[src/rtl/cap_pkg.sv]
package cap_pkg;
  typedef enum logic [1:0] {
    SRC_LIVE   = 2'd0,
    SRC_BYPASS = 2'd1,
    SRC_CNT_A  = 2'd2,
    SRC_CNT_B  = 2'd3
  } cap_src_e;

  function automatic logic src_is_counter(input logic [1:0] sel);
    return sel[1];
  endfunction
endpackage

[src/rtl/cap_sequencer.sv]
module cap_sequencer #(
  parameter int FRAME_BEATS = 128,
  parameter int MAX_FRAMES  = 1024,
  localparam int BEAT_W = $clog2(FRAME_BEATS),
  localparam int FRM_W  = $clog2(MAX_FRAMES),
  localparam int FC_W   = $clog2(MAX_FRAMES + 1)
) (
  input  logic              clk,
  input  logic              rst_n,
  input  logic              start,
  input  logic [FC_W-1:0]   fc_in,
  input  logic              advance,
  output logic              run,
  output logic [BEAT_W-1:0] beat_idx,
  output logic [FRM_W-1:0]  frame_idx,
  output logic              is_last
);
  localparam logic [BEAT_W-1:0] BEAT_MAX = BEAT_W'(FRAME_BEATS - 1);

  logic              run_n;
  logic [BEAT_W-1:0] beat_n;
  logic [FRM_W-1:0]  frame_n;
  logic [FC_W-1:0]   fc_q;
  logic              end_of_frame;

  assign end_of_frame = (beat_idx == BEAT_MAX);
  assign is_last      = end_of_frame && ({1'b0, frame_idx} == FC_W'(fc_q - 1'b1));

  always_comb begin
    run_n   = run;
    beat_n  = beat_idx;
    frame_n = frame_idx;
    if (start) begin
      run_n   = 1'b1;
      beat_n  = '0;
      frame_n = '0;
    end else if (advance) begin
      if (end_of_frame) begin
        beat_n = '0;
        if (is_last) run_n = 1'b0;
        else         frame_n = frame_idx + 1'b1;
      end else begin
        beat_n = beat_idx + 1'b1;
      end
    end
  end

  always_ff @(posedge clk or negedge rst_n) begin
    if (!rst_n) begin
      run       <= 1'b0;
      beat_idx  <= '0;
      frame_idx <= '0;
    end else begin
      run       <= run_n;
      beat_idx  <= beat_n;
      frame_idx <= frame_n;
    end
  end

  always_ff @(posedge clk or negedge rst_n) begin
    if (!rst_n)     fc_q <= '0;
    else if (start) fc_q <= fc_in;
  end
endmodule

[src/rtl/cap_pattern.sv]
module cap_pattern #(
  parameter int LANES     = 4,
  parameter int SAMP_W    = 16,
  parameter int FRAME_LEN = 512,
  parameter int BEAT_W    = 7,
  parameter int FRM_W     = 10,
  localparam int IDX_W    = $clog2(FRAME_LEN),
  localparam int DW       = LANES * 2 * SAMP_W
) (
  input  logic [BEAT_W-1:0] beat_idx,
  input  logic [FRM_W-1:0]  frame_idx,
  output logic [DW-1:0]     pattern
);
  logic [IDX_W-1:0] base;
  assign base = IDX_W'(beat_idx) * IDX_W'(LANES);

  for (genvar k = 0; k < LANES; k++) begin : g_lane
    logic [IDX_W-1:0] sidx;
    assign sidx = base + IDX_W'(k);
    assign pattern[2*SAMP_W*k +: 2*SAMP_W] = {SAMP_W'(sidx), SAMP_W'(frame_idx)};
  end
endmodule

[src/rtl/cap_outreg.sv]
module cap_outreg #(
  parameter int DW = 128
) (
  input  logic          clk,
  input  logic          rst_n,
  input  logic          load,
  input  logic [DW-1:0] din,
  input  logic          lin,
  input  logic          ready,
  output logic          valid,
  output logic [DW-1:0] data,
  output logic          last
);
  logic valid_n;

  always_comb begin
    valid_n = valid;
    if (load)       valid_n = 1'b1;
    else if (ready) valid_n = 1'b0;
  end

  always_ff @(posedge clk or negedge rst_n) begin
    if (!rst_n) valid <= 1'b0;
    else        valid <= valid_n;
  end

  always_ff @(posedge clk or negedge rst_n) begin
    if (!rst_n) begin
      data <= '0;
      last <= 1'b0;
    end else if (load) begin
      data <= din;
      last <= lin;
    end
  end
endmodule

[src/rtl/burst_capture.sv]
module burst_capture #(
  parameter int LANES      = 4,
  parameter int SAMP_W     = 16,
  parameter int FRAME_LEN  = 512,
  parameter int MAX_FRAMES = 1024,
  localparam int DW          = LANES * 2 * SAMP_W,
  localparam int FRAME_BEATS = FRAME_LEN / LANES,
  localparam int BEAT_W      = $clog2(FRAME_BEATS),
  localparam int FRM_W       = $clog2(MAX_FRAMES),
  localparam int FC_W        = $clog2(MAX_FRAMES + 1)
) (
  input  logic            clk,
  input  logic            rst_n,
  input  logic            trigger,
  input  logic [1:0]      src_sel,
  input  logic [FC_W-1:0] frame_count,
  input  logic            in_valid,
  input  logic [DW-1:0]   live_data,
  input  logic [DW-1:0]   bypass_data,
  input  logic            m_tready,
  output logic            m_tvalid,
  output logic [DW-1:0]   m_tdata,
  output logic            m_tlast,
  output logic            busy,
  output logic            done
);
  import cap_pkg::*;

  logic              run;
  logic              start;
  logic              advance;
  logic              avail;
  logic              is_last;
  logic              count_ok;
  logic [BEAT_W-1:0] beat_idx;
  logic [FRM_W-1:0]  frame_idx;
  logic [DW-1:0]     pattern;
  logic [DW-1:0]     beat_sel;
  logic              done_n;

  assign busy     = run | m_tvalid;
  assign count_ok = (frame_count != '0) && (frame_count <= FC_W'(MAX_FRAMES));
  assign start    = trigger && !busy && count_ok;
  assign avail    = src_is_counter(src_sel) || in_valid;
  assign advance  = run && avail && (!m_tvalid || m_tready);

  cap_sequencer #(.FRAME_BEATS(FRAME_BEATS), .MAX_FRAMES(MAX_FRAMES)) u_seq (
    .clk, .rst_n, .start, .fc_in(frame_count), .advance,
    .run, .beat_idx, .frame_idx, .is_last
  );

  cap_pattern #(.LANES(LANES), .SAMP_W(SAMP_W), .FRAME_LEN(FRAME_LEN),
                .BEAT_W(BEAT_W), .FRM_W(FRM_W)) u_pat (
    .beat_idx, .frame_idx, .pattern
  );

  always_comb begin
    unique case (cap_src_e'(src_sel))
      SRC_LIVE:   beat_sel = live_data;
      SRC_BYPASS: beat_sel = bypass_data;
      default:    beat_sel = pattern;
    endcase
  end

  cap_outreg #(.DW(DW)) u_out (
    .clk, .rst_n, .load(advance), .din(beat_sel), .lin(is_last),
    .ready(m_tready), .valid(m_tvalid), .data(m_tdata), .last(m_tlast)
  );

  always_comb begin
    done_n = done;
    if (start)                            done_n = 1'b0;
    else if (m_tvalid && m_tready && m_tlast) done_n = 1'b1;
  end

  always_ff @(posedge clk or negedge rst_n) begin
    if (!rst_n) done <= 1'b0;
    else        done <= done_n;
  end
endmodule

[config.mk]
export PLATFORM = sky130hd
export DESIGN_NAME = burst_capture
export DESIGN_NICKNAME = d
export VERILOG_FILES = /design/src/rtl/cap_pkg.sv /design/src/rtl/cap_sequencer.sv /design/src/rtl/cap_pattern.sv /design/src/rtl/cap_outreg.sv /design/src/rtl/burst_capture.sv
export SDC_FILE = /design/constraint.sdc
export NUM_CORES = 1
export LEC_CHECK = 0
export BUFFER_PORTS_ARGS = -buffer_cell sky130_fd_sc_hd__buf_4
export CAP_MARGIN = 5
export CORE_MARGIN = 10
export CORE_UTILIZATION = 43
export CTS_CLUSTER_DIAMETER = 150
export DETAILED_ROUTE_END_ITERATION = 6
export PLACE_DENSITY = 0.9
export SLEW_MARGIN = 20
export SYNTH_ARGS = -nofsm -noshare
export SYNTH_HDL_FRONTEND = slang
export SYNTH_SLANG_ARGS = --single-unit
[constraint.sdc]
create_clock -name clk -period 2.5 [get_ports clk]
set_input_delay 0 -clock clk [delete_from_list [all_inputs] [get_ports clk]]
set_output_delay 0 -clock clk [all_outputs]
set_load 0.02 [all_outputs]
==> out/results.ini <==
[logic_synthesis]
netlist_area_um2=8510
synth_top_family_by_area=compound AO/OA/AOI/OAI gates
synthMuxAreaShare_pct=7.06
syn-num-nets=1176
yosysSeqAreaShare_pct=47.0
synth_fa_ha_area_share_pct=0.441
synth_flop_cell=dfrtp_1
synth_compound_area_share_pct=20.1
synth.avg_cell_area_um2=9.47
synth_xor_area_share_pct=1.54
syn_inst=899
synth_cell_type_count=48
synth_seq_cells=160
synthArstFlopShare_pct=100
synth_warnings=0
synth_edf_count=0
synth-simple-area-share_pct=19.6

[global_routing]
grt_max_degree=146
antenna_found_initial=1
grt-ovfl-total=0
grt_pass1_wl_mm=63.9
grt_pass1_vias=10500
grt_usage_pct=31.8

[clock_tree]
path_clk_slew_ns=0.08
cts-buffers-inserted=17
clk_path_buf_depth=2
clock_latency_ns=0.43
clock_sinks=160
ctsHtreeMaxLevel=4
cts-root-buf=clkbuf_16
cts_tree=built

[route]
drc=0
ant_nets=0
vias=10200
drtIter0Drc=1109
via_per_inst=5.81
wl_mm=43.2
drt_first_pass_iters=7
wire_per_inst_um=24.6

[timing]
worst_slew_pin_slew_ns=1.08
fin_crit_ns=2.76
setup_viol=12
slew-limit-headroom_pct=28.0
rsz0062_at_grt=yes
drv_slew=0
fin_crit_sh_pct=110
fin_worst_skew_ns=0.0136
setup_tns_ns=-1.97
setup_ws_ns=-0.255
max_freq_mhz=363
hold_violations=0

[die]
die_area_um2=25800
die_h_um=161
core_area_um2=19500
start_util_pct=43.7
die_w_um=161
num_rows=51
ios=406

[pwr]
switchingPower_w=0.00481
sequentialPowerShare_pct=32.7
p_int_w=0.00735
p_clk_share_pct=23.9
power_density_nw_per_um2=831
combPwrFrac_pct=43.4
switching_share_pct=39.6
irDropWorstVdd_mv=0.491
leakage_nw=6.84

[layout]
layout.nets=1753
fillers=1164
drive_gt1_share_pct=33.4
antenna_cells=0
seqCellArea_um2=4000
syn2layout_area_growth_pct=71.9
multi_input_area_um2=4270
layout.cells.non_filler=1754

[setup_path]
crit_required_ns=2.80
worstSetupStartpointType=flip-flop
max_stage_delay_ns=0.52
cp_slowest_cell=or4b_4
r2r_setup_slack_ns=-0.26
r2r_cells=10
critical_path.cell_chain=inv_2 > ha_4 > or4b_4 > and3_4 > a211oi_2 > a31oi_2 > buf_4 > o2111a_2 > o31ai_1 > a21oi_1
crit_arrival_ns=3.05
cp-end-kind=flip-flop
path_max_fanout=8
path_class=reg2reg

[place]
hpwl_mm=26.0
place.gp.congestion=0.915
dp_slack_ns=-0.129
place_inst=1518
io_buffers=405

[run_status]
violations=setup timing
status=finished with violations

[job]
cap_violations=0

[min_path]
holdPathStages=3
hold_class=in2reg

## kinds of logic after synthesis
group | count (synthesis)
multiplexers | 60
flip-flops | 160
XOR/XNOR | 15
AND/OR/NAND/NOR | 343
AO/OA/AOI/OAI | 232
buffers and inverters | 86
adder cells (fa/ha/maj) | 3
## state kept, by name, indices dropped and copies added (netlist names)
register,flops
u_out.data,128
u_seq.fc_q,11
u_seq.beat_idx,7
u_seq.frame_idx,10
u_out.last,1
u_out.valid,1
done,1
u_seq.run,1
## power by group through the flow
stage               Combinational, W  Sequential (W)  Clock (W)
CTS                          0.00504         0.00388    0.00292
finish                       0.00528         0.00398    0.00290
detailed placement           0.00466         0.00392          0
floorplan                    0.00163         0.00468          0
global route                 0.00560         0.00404    0.00305
global placement             0.00456         0.00386          0
## cell type report
cell class / instances / share of cell area (%)
clock buffer: 17 / 2.91
tap: 265 / 2.27
timing repair buffer: 637 / 36.6
clock inverter: 15 / 1.56
inverter: 5 / 0.128
sequential: 160 / 27.4
multi-input combinational: 655 / 29.2
## layer usage
metal / vias up / global-route usage (%) / share of wire, %
met5: - / 0 / 0.035
met4: 2 / 20.6 / 7.4
met3: 195 / 8.77 / 8.7
met2: 752 / 52.7 / 48
met1: 4839 / 35.4 / 36
li1: 4403 / - / -
## Yosys cell counts, types with 3 or more instances
cell       instances  area [µm²]
nor2b_1           90         563
nand4_1            5        31.3
nand2_1          176         661
a2111oi_0          4        35.0
buf_1              5        18.8
a31oi_1            4        25.0
o21ai_0            5        25.0
inv_1              5        18.8
nand3_1           10        50.1
nor3_1             6        30.0
xnor2_1            7        61.3
or3_1              5        31.3
nor4_1             4        25.0
xor2_1             8        70.1
dfrtp_1          160        4000
buf_2              4        20.0
or4_1              5        37.5
ha_1               3        37.5
nor2_1            21        78.8
clkbuf_1          69         259
nand2b_1           4        25.0
mux2i_1           60         601
o31ai_1          128         961
a21oi_1           12        60.1
a211oi_1          69         518
## path summary, 6_finish.rpt
| check | endpoint | from |
|---|---|---|
| worst max-delay path | u_seq.frame_idx[6]$_DFFE_PN0P_ | u_seq.fc_q[1]$_DFFE_PN0P_ |
| worst min-delay path | u_out.data[47]$_DFFE_PN0P_ | bypass_data[47] |
| worst max register to register | u_seq.frame_idx[6]$_DFFE_PN0P_ | u_seq.fc_q[1]$_DFFE_PN0P_ |
| worst min register to register | u_out.data[46]$_DFFE_PN0P_ | u_out.data[46]$_DFFE_PN0P_ |
| max in group asynchronous | u_out.data[32]$_DFFE_PN0P_ | rst_n |
| min in group asynchronous | u_out.data[92]$_DFFE_PN0P_ | rst_n |
## worst max-delay path: cells and delay by family (launching register included)
kind,cells,cell delay (ns)
AO/OA/AOI/OAI,5,1.11
AND/OR/NAND/NOR,2,0.74
flip-flops,1,0.39
buffers and inverters,2,0.25
adder cells (fa/ha/maj),1,0.13
## metrics by stage
step	hold slack [ns]	total power, W	util [%]	cell area (µm²)
after detailed placement	0.0380	0.00858	61.0	11900
final	0.0106	0.0122	75.2	14600
after global placement	0.0333	0.00842	61.0	11900
after CTS	0.0000671	0.0118	74.7	14500
after floorplan	-0.296	0.00631	-	8530
after global routing	0.0315	0.0127	75.2	14600
## what timing repair did
action | CTS | global route
setup endpoints to repair | 11 | 12
gates resized for setup | 6 | 7
pin swaps | 3 | 6
hold buffers | 194 | 3
setup buffers | 3 | 2
hold endpoints to repair | 196 | 2
gates cloned | 2 | 0
## cells in the final DEF (no fill, tap or decap), drive strengths merged, types with 4 or more instances in the layout
cell type	count
nand2	177
nor2b	90
or3	5
clkbuf	17
a21oi	12
or4	5
mux2i	60
inv	10
a2111oi	4
xor2	8
a31oi	4
buf	440
dlygate4sd3	197
nand3	10
o31ai	128
dfrtp	160
xnor2	7
nand2b	4
o21ai	7
nor4	4
bufinv	4
nor2	22
clkinv	6
nand4	5
nor3	8
a211oi	70
(Power assumes the default switching activity.)
